===== src/rtl/wdt_lock_pkg.sv =====
package wdt_lock_pkg;
  localparam int REG_W  = 8;
  localparam int PSEL_W = 3;
  localparam int BIT_UNL = 4;
  localparam int BIT_RUN = 3;

  typedef enum logic {
    LVL_SOFT = 1'b0,
    LVL_HARD = 1'b1
  } prot_e;

  typedef struct packed {
    logic              run;
    logic [PSEL_W-1:0] psel;
  } cfg_t;
endpackage


===== src/rtl/wdt_unlock_win.sv =====
module wdt_unlock_win #(
  parameter int WIN_LEN = 4
) (
  input  logic clk,
  input  logic rst_n,
  input  logic arm_i,
  input  logic take_i,
  output logic open_o
);
  localparam int WC_W = $clog2(WIN_LEN + 1);

  logic [WC_W-1:0] left_q;

  always_ff @(posedge clk) begin
    if (!rst_n)
      left_q <= '0;
    else if (arm_i)
      left_q <= WC_W'(WIN_LEN);
    else if (take_i)
      left_q <= '0;
    else if (left_q != '0)
      left_q <= left_q - 1'b1;
  end

  assign open_o = (left_q != '0);
endmodule


===== src/rtl/wdt_cfg_reg.sv =====
module wdt_cfg_reg
  import wdt_lock_pkg::*;
(
  input  logic            clk,
  input  logic            rst_n,
  input  logic            prot_lvl,
  input  logic            wr_en,
  input  logic [BIT_UNL:0] wr_low,
  input  logic            win_open,
  output logic            arm_o,
  output logic            take_o,
  output cfg_t            cfg_o
);
  prot_e lvl;
  cfg_t  cfg_q;
  logic  unl_bit, run_bit;

  assign lvl     = prot_e'(prot_lvl);
  assign unl_bit = wr_low[BIT_UNL];
  assign run_bit = wr_low[BIT_RUN];
  assign arm_o   = wr_en && unl_bit && run_bit;
  assign take_o  = wr_en && !unl_bit && win_open;

  always_ff @(posedge clk) begin
    if (!rst_n) begin
      cfg_q <= '0;
    end else if (take_o) begin
      cfg_q.psel <= wr_low[PSEL_W-1:0];
      if (lvl == LVL_SOFT)
        cfg_q.run <= run_bit;
    end else if (wr_en && run_bit && lvl == LVL_SOFT) begin
      cfg_q.run <= 1'b1;
    end
  end

  always_comb begin
    cfg_o     = cfg_q;
    cfg_o.run = cfg_q.run || (lvl == LVL_HARD);
  end
endmodule


===== src/rtl/wdt_tick_count.sv =====
module wdt_tick_count #(
  parameter int BASE_LOG = 10,
  parameter int PSEL_W   = 3
) (
  input  logic              clk,
  input  logic              rst_n,
  input  logic              run_i,
  input  logic              kick_i,
  input  logic [PSEL_W-1:0] psel_i,
  output logic              tmo_o
);
  localparam int MAXSH = (1 << PSEL_W) - 1;
  localparam int CNT_W = BASE_LOG + MAXSH;

  logic [CNT_W-1:0]  cnt_q, lim;
  logic [PSEL_W-1:0] sh;
  logic              hit;

  assign sh  = PSEL_W'(MAXSH) - psel_i;
  assign lim = {CNT_W{1'b1}} >> sh;
  assign hit = (cnt_q >= lim);

  always_ff @(posedge clk) begin
    if (!rst_n || !run_i || kick_i) begin
      cnt_q <= '0;
      tmo_o <= 1'b0;
    end else if (hit) begin
      cnt_q <= '0;
      tmo_o <= 1'b1;
    end else begin
      cnt_q <= cnt_q + 1'b1;
      tmo_o <= 1'b0;
    end
  end
endmodule


===== src/rtl/wdt_lockcfg.sv =====
module wdt_lockcfg
  import wdt_lock_pkg::*;
#(
  parameter int BASE_LOG = 10,
  parameter int WIN_LEN  = 4
) (
  input  logic             clk,
  input  logic             rst_n,
  input  logic             prot_lvl,
  input  logic             wr_en,
  input  logic [REG_W-1:0] wr_data,
  input  logic             kick,
  output logic [REG_W-1:0] rd_data,
  output logic             tmo_pulse
);
  logic arm, take, win_open;
  cfg_t cfg;
  logic unused_rsv;

  assign unused_rsv = ^wr_data[REG_W-1:BIT_UNL+1];

  wdt_unlock_win #(.WIN_LEN(WIN_LEN)) u_win (
    .clk    (clk),
    .rst_n  (rst_n),
    .arm_i  (arm),
    .take_i (take),
    .open_o (win_open)
  );

  wdt_cfg_reg u_cfg (
    .clk      (clk),
    .rst_n    (rst_n),
    .prot_lvl (prot_lvl),
    .wr_en    (wr_en),
    .wr_low   (wr_data[BIT_UNL:0]),
    .win_open (win_open),
    .arm_o    (arm),
    .take_o   (take),
    .cfg_o    (cfg)
  );

  wdt_tick_count #(.BASE_LOG(BASE_LOG), .PSEL_W(PSEL_W)) u_cnt (
    .clk    (clk),
    .rst_n  (rst_n),
    .run_i  (cfg.run),
    .kick_i (kick),
    .psel_i (cfg.psel),
    .tmo_o  (tmo_pulse)
  );

  always_comb begin
    rd_data          = '0;
    rd_data[BIT_UNL] = win_open;
    rd_data[BIT_RUN] = cfg.run;
    rd_data[PSEL_W-1:0] = cfg.psel;
  end
endmodule


===== config.mk =====
export PLATFORM = sky130hd
export DESIGN_NAME = wdt_lockcfg
export DESIGN_NICKNAME = d
export VERILOG_FILES = /design/src/rtl/wdt_lock_pkg.sv /design/src/rtl/wdt_unlock_win.sv /design/src/rtl/wdt_cfg_reg.sv /design/src/rtl/wdt_tick_count.sv /design/src/rtl/wdt_lockcfg.sv
export SDC_FILE = /design/constraint.sdc
export NUM_CORES = 1
export LEC_CHECK = 0
export ABC_AREA = 1
export CAP_MARGIN = 15
export CORE_ASPECT_RATIO = 0.8
export CORE_UTILIZATION = 53
export CTS_CLUSTER_SIZE = 20
export DETAILED_ROUTE_END_ITERATION = 16
export PLACE_DENSITY = 0.78
export SYNTH_ARGS = -nofsm -noshare
export SYNTH_HDL_FRONTEND = slang
export SYNTH_HIERARCHICAL = 1
export SYNTH_SLANG_ARGS = --single-unit

===== constraint.sdc =====
create_clock -name clk -period 2.3 [get_ports clk]
set_input_delay 0.69 -clock clk [delete_from_list [all_inputs] [get_ports clk]]
set_output_delay 0.69 -clock clk [all_outputs]
set_load 0.02 [all_outputs]

==> impl_metrics.py, run 1 <==
metrics = {
    "setup_path": {
        "cpPeakStageDelay_ps": 660,
        "worstSetupPathType": "reg2out",
        "path_buf_inv": 1,
        "cp-start-kind": "flip-flop",
        "cp.arrival_ps": 1490,
        "end_kind": "primary output",
        "crit_path_top_delay_cell": "clkdlybuf4s50_1",
        "path_cells": "clkdlybuf4s50_1",
        "path_max_fanout": 9,
        "required_ps": 1610,
        "critical_path.top_delay_family": "buffers and inverters",
    },
    "floorplan": {
        "core_area_mm2": 0.002582,
        "dieWidth_um": 61.88,
        "start_util_pct": 58.87,
        "rows": 16,
        "chipHeight_um": 49.90,
        "pin_count": 22,
        "die-area_mm2": 0.003088,
    },
    "timing": {
        "fin_ws_ps": 117.0,
        "skew_ps": 9.685,
        "rsz0062_at_grt": "false",
        "hold_viol_final": 0,
        "post-route-period-util_pct": 94.91,
        "drv_slew": 0,
        "setup_viol": 0,
        "period_minus_slack_ps": 2183,
        "fmax_mhz": 458.1,
    },
    "placed_design": {
        "dp_slack_ps": -294.3,
        "dp_hpwl_um": 1990,
        "port-buffer-count": 15,
        "gp_congestion": 0.8976,
    },
    "clock_tree": {
        "htree_levels": 1,
        "numCtsBuffers": 3,
        "cts_root_buffer": "clkbuf_4",
        "clk_latency_ps": 320,
        "post_cts_buffers": 0,
        "cts_tree": "yes",
        "cts.sinks": 25,
        "clk_pin_slew_ps": 130,
        "cts_buffer_depth": 2,
    },
    "global_route": {
        "grt_pass1_wl_um": 4692,
        "overflow": 0,
        "antenna_found_initial": 0,
        "grt_pass1_vias": 1108,
        "grt_max_degree": 18,
        "grtUsageTotal_pct": 20.41,
    },
    "route": {
        "drc": 0,
        "final_antenna_net_count": 0,
        "detailedRoute.firstPassIterationCount": 4,
        "routed_via_density": 4.622,
        "wl_per_cell_um": 9.541,
        "num_vias": 1248,
        "drtIter0Drc": 57,
        "routed_wl_um": 2576,
    },
    "yosys": {
        "netlist_area_mm2": 0.001520,
        "synth_cell_type_count": 25,
        "ys_warn_count": 6,
        "yosysSeqAreaShare_pct": 32.92,
        "ys_ff_latch": 25,
        "syn_avg_cell_area_um2": 6.973,
        "syn_inst": 218,
        "synth_edf_count": 0,
        "async_flop_share_pct": 0,
        "synth_ff_type": "dfxtp_1",
    },
    "finish": {
        "n_antenna_cell": 0,
        "finalNetCount": 258,
        "area.growth.synth_to_final_pct": 12.02,
        "drive_gt1_share_pct": 9.829,
        "fin_util_pct": 65.94,
        "num-fill-cells": 249,
    },
    "power": {
        "swShare_pct": 36.59,
        "finalPower_mw": 1.135,
        "clockPowerShare_pct": 17.1,
        "leakagePower_nw": 0.6782,
        "p_comb_share_pct": 38.2,
        "switchingPower_mw": 0.4154,
        "pwr-share-seq_pct": 44.7,
        "powerDensity_mw_per_mm2": 666.7,
        "irDropWorstVdd_mv": 0.5667,
        "p_int_mw": 0.7199,
    },
    "outcome": {
        "outcome": "complete, no violations",
    },
    "hold_path": {
        "hp-class": "reg2reg",
    },
    "flow_run": {
        "maxCapViolCount": 0,
    },
}
[path summary, 6_finish.rpt]
kind                                    start                         to  slack [ps]  depth (start not counted)
hold reg to reg     u_cnt/cnt_q[0]$_SDFF_PP0_  u_cnt/cnt_q[0]$_SDFF_PP0_         460                          1
setup reg to reg  u_cfg/cfg_o[2]$_SDFFE_PN0P_  u_cnt/cnt_q[4]$_SDFF_PP0_         420                          9
hold / removal      u_cnt/cnt_q[0]$_SDFF_PP0_  u_cnt/cnt_q[0]$_SDFF_PP0_         460                          1
setup / recovery  u_cfg/cfg_o[2]$_SDFFE_PN0P_                 rd_data[2]         120                          1
[area by class of cell]
class                      instances  area (µm²)  area share (%)
clock buffer                       3       22.52           1.323
tap                               36       45.04           2.645
inverter                          29       108.9           6.392
clock inverter                     1       5.005          0.2939
timing repair buffer              18       166.4           9.772
multi-input combinational        158       854.6           50.18
sequential                        25       500.5           29.39
[per-stage QoR]
| step | TNS (ps) | hold WS (ps) | cell area [µm²] | instances |
|---|---|---|---|---|
| after floorplan | 0 | 417.3 | 1528 | 220 |
| after global placement | -276.2 | 429.5 | 1682 | 266 |
| after detailed placement | -294.3 | 445.3 | 1682 | 266 |
| after CTS | 0 | 465.9 | 1708 | 270 |
| after global routing | 0 | 498.1 | 1703 | 270 |
| final | 0 | 460.7 | 1703 | 270 |
[placed cells by master (no fill, tap or decap), types with 4 or more instances in the layout]
cell and n:
nand2_1 51, nor2_1 45, inv_1 27, dfxtp_1 25, clkdlybuf4s50_1 13, xnor2_1 11
ha_1 10, nand3_1 8, a21oi_1 4, o21ai_0 4
[timing repair]
item / CTS / global route
gates resized for setup: 3 / 1
endpoints found under the setup margin: 2 / 1
hold buffers: 0 / 0
[cells by family after synthesis]
| logic type | synth area share, % |
|---|---|
| xor gates and xnor gates | 7.490 |
| adders and majority gates | 8.230 |
| DFF | 32.92 |
| other | 0.2467 |
| and+or+nand+nor | 35.97 |
| buffers and inverters | 11.36 |
| AOI/OAI and AO/OA | 3.786 |
[synthesized netlist by cell type (2+ instances only)]
library cell | number | area share (%)
nand2_1 | 51 | 13
nor2_1 | 45 | 11
inv_1 | 27 | 6.7
dfxtp_1 | 25 | 33
xnor2_1 | 11 | 6.3
ha_1 | 10 | 8.2
nand3_1 | 8 | 2.6
buf_4 | 7 | 3.5
a21oi_1 | 4 | 1.3
o21ai_0 | 4 | 1.3
nand4_1 | 3 | 1.2
nor2_2 | 3 | 1.2
a21oi_2 | 2 | 1.2
inv_2 | 2 | 0.49
nand2_2 | 2 | 0.82
nand3_2 | 2 | 1.3
nor2_4 | 2 | 1.5
nor3_1 | 2 | 0.66
xor2_1 | 2 | 1.2
[power groups by stage]
stage	Combinational, mW	Sequential, mW	Clock, mW
5_1_grt	0.509	0.515	0.226
6_report	0.434	0.507	0.194
2_1_floorplan	0.384	0.497	0
3_5_place_dp	0.449	0.519	0
3_3_place_gp	0.444	0.517	0
4_1_cts	0.438	0.509	0.203
[state kept, by name, summed over array words and instances, names as in the netlist]
register and flops:
u_cnt/cnt_q 17, u_cnt/tmo_o 1, u_cfg/cfg_o 3, u_win/left_q 3, u_cfg/cfg_q 1
[routing by layer]
layer  share of wire, %  vias up  track usage [%]
li1                   -      694                -
met2                 40       19            29.39
met1                 55      533            30.50
met4               0.66        0            3.333
met3                3.5        2            5.512
met5                  0        -                0
Note: power is estimated with default switching activity, not from simulation.
==> run 2, diff against run 1 <==
==> constraint.sdc (replaced) <==
create_clock -name clk -period 2.3 [get_ports clk]
set_input_delay 0.46 -clock clk [delete_from_list [all_inputs] [get_ports clk]]
set_output_delay 0.46 -clock clk [all_outputs]
set_load 0.02 [all_outputs]
==> impl_metrics.py, run 2 (same netlist as run 1, synthesis figures left out) <==
metrics = {
    "outcome": {
        "outcome": "complete, no violations",
    },
    "timing": {
        "period_minus_slack_ps": 2128,
        "hold_viol_final": 0,
        "drv_slew": 0,
        "skew_ps": 10.11,
        "fin_ws_ps": 171.7,
        "rsz0062_at_grt": "false",
        "finalSetupTns_ps": 0,
        "setup_viol": 0,
        "post-route-period-util_pct": 92.53,
        "fmax_mhz": 469.9,
    },
    "global_route": {
        "grt_pass1_wl_um": 4298,
        "grtUsageTotal_pct": 18.87,
        "antenna_found_initial": 0,
        "overflow": 0,
        "grt_max_degree": 18,
        "grt_pass1_vias": 1032,
    },
    "finish": {
        "largest_reg_flops": 17,
        "design_area_mm2": 0.001689,
        "area.growth.synth_to_final_pct": 11.11,
        "n_antenna_cell": 0,
        "final_common_cell": "nand2_1",
        "fin_util_pct": 65.41,
        "final_cell_mix": "51 x nand2_1, 45 x nor2_1, 27 x inv_1",
        "regMostFlops": "u_cnt/cnt_q",
        "num-fill-cells": 245,
        "finalNetCount": 255,
        "drive_gt1_share_pct": 8.225,
    },
    "floorplan": {
        "pin_count": 22,
        "dieWidth_um": 61.88,
        "start_util_pct": 58.87,
        "die-area_mm2": 0.003088,
        "rows": 16,
        "core_area_mm2": 0.002582,
        "chipHeight_um": 49.90,
    },
    "setup_path": {
        "required_ps": 1840,
        "cp.arrival_ps": 1670,
        "end_kind": "primary output",
        "rr_endpoint": "u_cnt/cnt_q[8]$_SDFF_PP0_",
        "worstSetupPathType": "in2out",
        "rr_worst_depth": 9,
        "path_max_fanout": 2,
        "reg2reg_from": "u_cfg/cfg_o[2]$_SDFFE_PN0P_",
        "cp-start-kind": "input port",
        "r2r_slack_ps": 400,
    },
    "clock_tree": {
        "htree_levels": 1,
        "cts_buffer_depth": 2,
        "clk_pin_slew_ps": 120,
        "cts_tree": "yes",
        "cts_root_buffer": "clkbuf_4",
        "cts.sinks": 25,
        "clk_latency_ps": 320,
        "post_cts_buffers": 0,
        "numCtsBuffers": 3,
    },
    "route": {
        "drtIter0Drc": 54,
        "final_antenna_net_count": 0,
        "routed_via_density": 4.745,
        "wl_per_cell_um": 9.566,
        "detailedRoute.firstPassIterationCount": 4,
        "num_vias": 1267,
        "routed_wl_um": 2554,
        "drc": 0,
    },
    "hold_path": {
        "worst_hold_startpoint": "u_cnt/cnt_q[0]$_SDFF_PP0_",
        "hp-class": "reg2reg",
        "min_to": "u_cnt/cnt_q[0]$_SDFF_PP0_",
        "holdPathStages": 1,
    },
    "power": {
        "irDropWorstVdd_mv": 0.5159,
        "leakagePower_nw": 0.6725,
        "finalPower_mw": 1.141,
        "powerDensity_mw_per_mm2": 675.5,
    },
    "placed_design": {
        "gp_congestion": 0.8678,
        "dp_hpwl_um": 1991,
        "dp_slack_ps": 173.3,
        "place_area_mm2": 0.001659,
        "port-buffer-count": 15,
    },
    "flow_run": {
        "maxCapViolCount": 0,
    },
}
-- run 2: cell types whose count changed in the layout (fill, tap and decap cells not counted) --
cell | previous run | this run
clkdlybuf4s50_1 | 13 | 14
buf_4 | 3 | 0
dlygate4sd2_1 | 1 | 0
dlymetal6s2s_1 | 0 | 1
clkbuf_2 | 1 | 0
-- run 2: worst max path at each step --
stage / from / end
floorplan: u_cfg/cfg_o[0]$_SDFFE_PN0P_ / u_cnt/cnt_q[4]$_SDFF_PP0_
detailed placement: prot_lvl / rd_data[3]
global route: prot_lvl / rd_data[3]
CTS: u_win/left_q[0]$_SDFFE_PP0P_ / rd_data[4]
finish: prot_lvl / rd_data[3]
global placement: prot_lvl / rd_data[3]
-- run 2: through the flow --
stage | hold slack (ps) | std cells
2_1_floorplan | 417.3 | 220
5_1_grt | 479.9 | 267
4_1_cts | 458.9 | 267
6_report | 453.9 | 267
3_3_place_gp | 429.8 | 263
3_5_place_dp | 440.3 | 263
-- run 2: worst max-delay path: stages --
cell and delay (ps):
clkdlybuf4s50_1 480, inv_1 50, nand2_1 70, clkdlybuf4s50_1 600
-- run 2: layout make-up --
class	instances	area [µm²]	share of cell area, %
Multi-Input combinational cell	158	854.6	50.59
Tap cell	36	45.04	2.667
Clock inverter	1	5.005	0.2963
Timing Repair Buffer	15	152.6	9.037
Clock buffer	3	22.52	1.333
Inverter	29	108.9	6.444
Sequential cell	25	500.5	29.63
-- run 2: per-layer routing --
| metal | vias up | GRT usage [%] | part of all wire, % |
|---|---|---|---|
| met2 | 30 | 26.88 | 40 |
| met1 | 552 | 27.61 | 54 |
| li1 | 683 | - | - |
| met5 | - | 0 | 0 |
| met3 | 2 | 5.512 | 5.2 |
| met4 | 0 | 4.444 | 0.67 |
-- run 2: power breakdown --
group          internal [mW]  total (mW)  switching [mW]
clock                 0.0651       0.191           0.126
sequential             0.472       0.507          0.0344
combinational          0.188       0.444           0.255
-- run 2: repair_timing --
action | CTS | global route
resized for setup | 0 | 1
setup endpoints to repair | 0 | 1
hold buffers | 0 | 0
==> run 3, diff against run 2 <==
CORE_MARGIN = 4   (was not set)
CTS_CLUSTER_DIAMETER = 60   (was not set)
clock period = 2.14 ns   (was 2.3 ns; I/O delays follow)
==> impl_metrics.py, run 3 (same netlist as run 1, synthesis figures left out) <==
metrics = {
    "global_route": {
        "antenna_found_initial": 0,
        "grt_pass1_vias": 1096,
        "grt_max_degree": 18,
        "overflow": 0,
        "grt_pass1_wl_um": 4512,
        "grtUsageTotal_pct": 14.96,
    },
    "clock_tree": {
        "cts_hold_buf": 0,
        "htree_levels": 1,
        "cts_buffer_depth": 2,
        "cts_root_buffer": "clkbuf_4",
        "cts_tree": "yes",
        "numCtsBuffers": 3,
        "clk_pin_slew_ps": 140,
        "clk_latency_ps": 320,
        "ctsResizeCount": 1,
        "cts.sinks": 25,
        "post_cts_buffers": 0,
    },
    "setup_path": {
        "path_buf_inv": 3,
        "rr_worst_depth": 9,
        "reg2reg_from": "u_cfg/cfg_o[2]$_SDFFE_PN0P_",
        "end_kind": "primary output",
        "cpPeakStageDelay_ps": 610,
        "path_cells": "clkdlybuf4s50_1, inv_1, nand2_1, clkdlybuf4s50_1",
        "crit_path_top_delay_cell": "clkdlybuf4s50_1",
        "rr_endpoint": "u_cnt/cnt_q[11]$_SDFF_PP0_",
        "worstSetupPathType": "in2out",
        "endpoint": "rd_data[3]",
        "required_ps": 1710,
        "startpoint": "prot_lvl",
        "cp_common_cell": "clkdlybuf4s50_1",
        "cp-start-kind": "input port",
        "critical_path.top_delay_family": "buffers and inverters",
        "worst-path-stages": 4,
        "path_max_fanout": 2,
        "r2r_slack_ps": 230,
        "cp.arrival_ps": 1640,
    },
    "placed_design": {
        "port-buffer-count": 15,
        "gp_congestion": 0.8099,
        "dp_slack_ps": 69.47,
        "dp_hpwl_um": 2006,
    },
    "timing": {
        "fmax_mhz": 483.6,
        "post-route-period-util_pct": 96.64,
        "hold_viol_final": 0,
        "finalSetupTns_ps": 0,
        "drv_slew": 0,
        "setup_viol": 0,
        "fin_ws_ps": 71.96,
        "period_minus_slack_ps": 2068,
        "skew_ps": 5.205,
        "rsz0062_at_grt": "false",
    },
    "floorplan": {
        "dieWidth_um": 67.88,
        "start_util_pct": 55.40,
        "rows": 17,
        "die-area_mm2": 0.003794,
        "pin_count": 22,
        "chipHeight_um": 55.90,
        "core_area_mm2": 0.002744,
    },
    "finish": {
        "final_common_cell": "nand2_1",
        "area.growth.synth_to_final_pct": 11.69,
        "seqCellArea_um2": 500.5,
        "regMostFlops": "u_cnt/cnt_q",
        "final_cell_mix": "51 x nand2_1, 45 x nor2_1, 27 x inv_1",
        "finalNetCount": 256,
        "num-fill-cells": 274,
        "multi_input_area_um2": 854.6,
        "largest_reg_flops": 17,
        "n_antenna_cell": 0,
        "drive_gt1_share_pct": 8.621,
        "fin_util_pct": 61.88,
    },
    "outcome": {
        "outcome": "complete, no violations",
    },
    "flow_run": {
        "maxCapViolCount": 0,
    },
    "hold_path": {
        "hp-class": "reg2reg",
    },
    "route": {
        "detailedRoute.firstPassIterationCount": 4,
        "drtIter0Drc": 34,
        "routed_wl_um": 2552,
        "num_vias": 1222,
        "routed_via_density": 4.526,
        "drc": 0,
        "wl_per_cell_um": 9.452,
        "final_antenna_net_count": 0,
    },
    "power": {
        "irDropWorstVdd_mv": 0.5997,
        "leakagePower_nw": 0.6648,
        "powerDensity_mw_per_mm2": 725.8,
    },
}
[run 3: through the flow]
stage / instances / power (mW) / hold slack (ps) / area [µm²]
floorplan: 220 / 0.9474 / 417.3 / 1528
global placement: 266 / 1.030 / 429.7 / 1669
detailed placement: 266 / 1.042 / 439.4 / 1669
CTS: 270 / 1.253 / 466.2 / 1698
global route: 270 / 1.338 / 496.0 / 1698
finish: 270 / 1.232 / 460.8 / 1698
[run 3: power breakdown]
group | internal [mW] | switching (mW) | total [mW]
clock | 0.0715 | 0.146 | 0.218
combinational | 0.195 | 0.277 | 0.472
sequential | 0.508 | 0.0346 | 0.542
[run 3: worst min-delay path by stage]
stage                     cells past startpoint                 startpoint                   endpoint  slack, ps
after global placement                        1  u_cnt/cnt_q[0]$_SDFF_PP0_  u_cnt/cnt_q[0]$_SDFF_PP0_        430
final                                         1  u_cnt/cnt_q[0]$_SDFF_PP0_  u_cnt/cnt_q[0]$_SDFF_PP0_        460
after global routing                          1  u_cnt/cnt_q[0]$_SDFF_PP0_  u_cnt/cnt_q[0]$_SDFF_PP0_        500
after CTS                                     1  u_cnt/cnt_q[0]$_SDFF_PP0_  u_cnt/cnt_q[0]$_SDFF_PP0_        470
after floorplan                               1  u_cnt/cnt_q[0]$_SDFF_PP0_  u_cnt/cnt_q[0]$_SDFF_PP0_        420
after detailed placement                      1  u_cnt/cnt_q[0]$_SDFF_PP0_  u_cnt/cnt_q[0]$_SDFF_PP0_        440
[run 3: layer usage]
layer | wire length (µm) | GRT usage (%) | part of all wire (%) | up-vias
met5 | 0 | 0 | 0 | -
met4 | 0 | 2.550 | 0 | 0
met2 | 1098 | 23.86 | 43 | 11
met1 | 1366 | 19.80 | 54 | 522
li1 | - | - | - | 689
met3 | 87 | 4.848 | 3.4 | 0
[run 3: worst register-to-register path, cell delays in order, from the launching register on]
cell and delay [ps]:
dfxtp_1 490, nand3_1 130, ha_1 310, nand2_1 110, inv_1 50, a21oi_1 140
nand2_1 80, nor2_2 170, nand3_4 200, nor2_1 160
[run 3: layout make-up]
cell class	instances	share of cell area, %
clock buffer	3	1.326
clock inverter	1	0.4422
inverter	29	6.411
multi-input combinational	158	50.33
sequential	25	29.48
tap	38	2.800
timing repair buffer	16	9.211
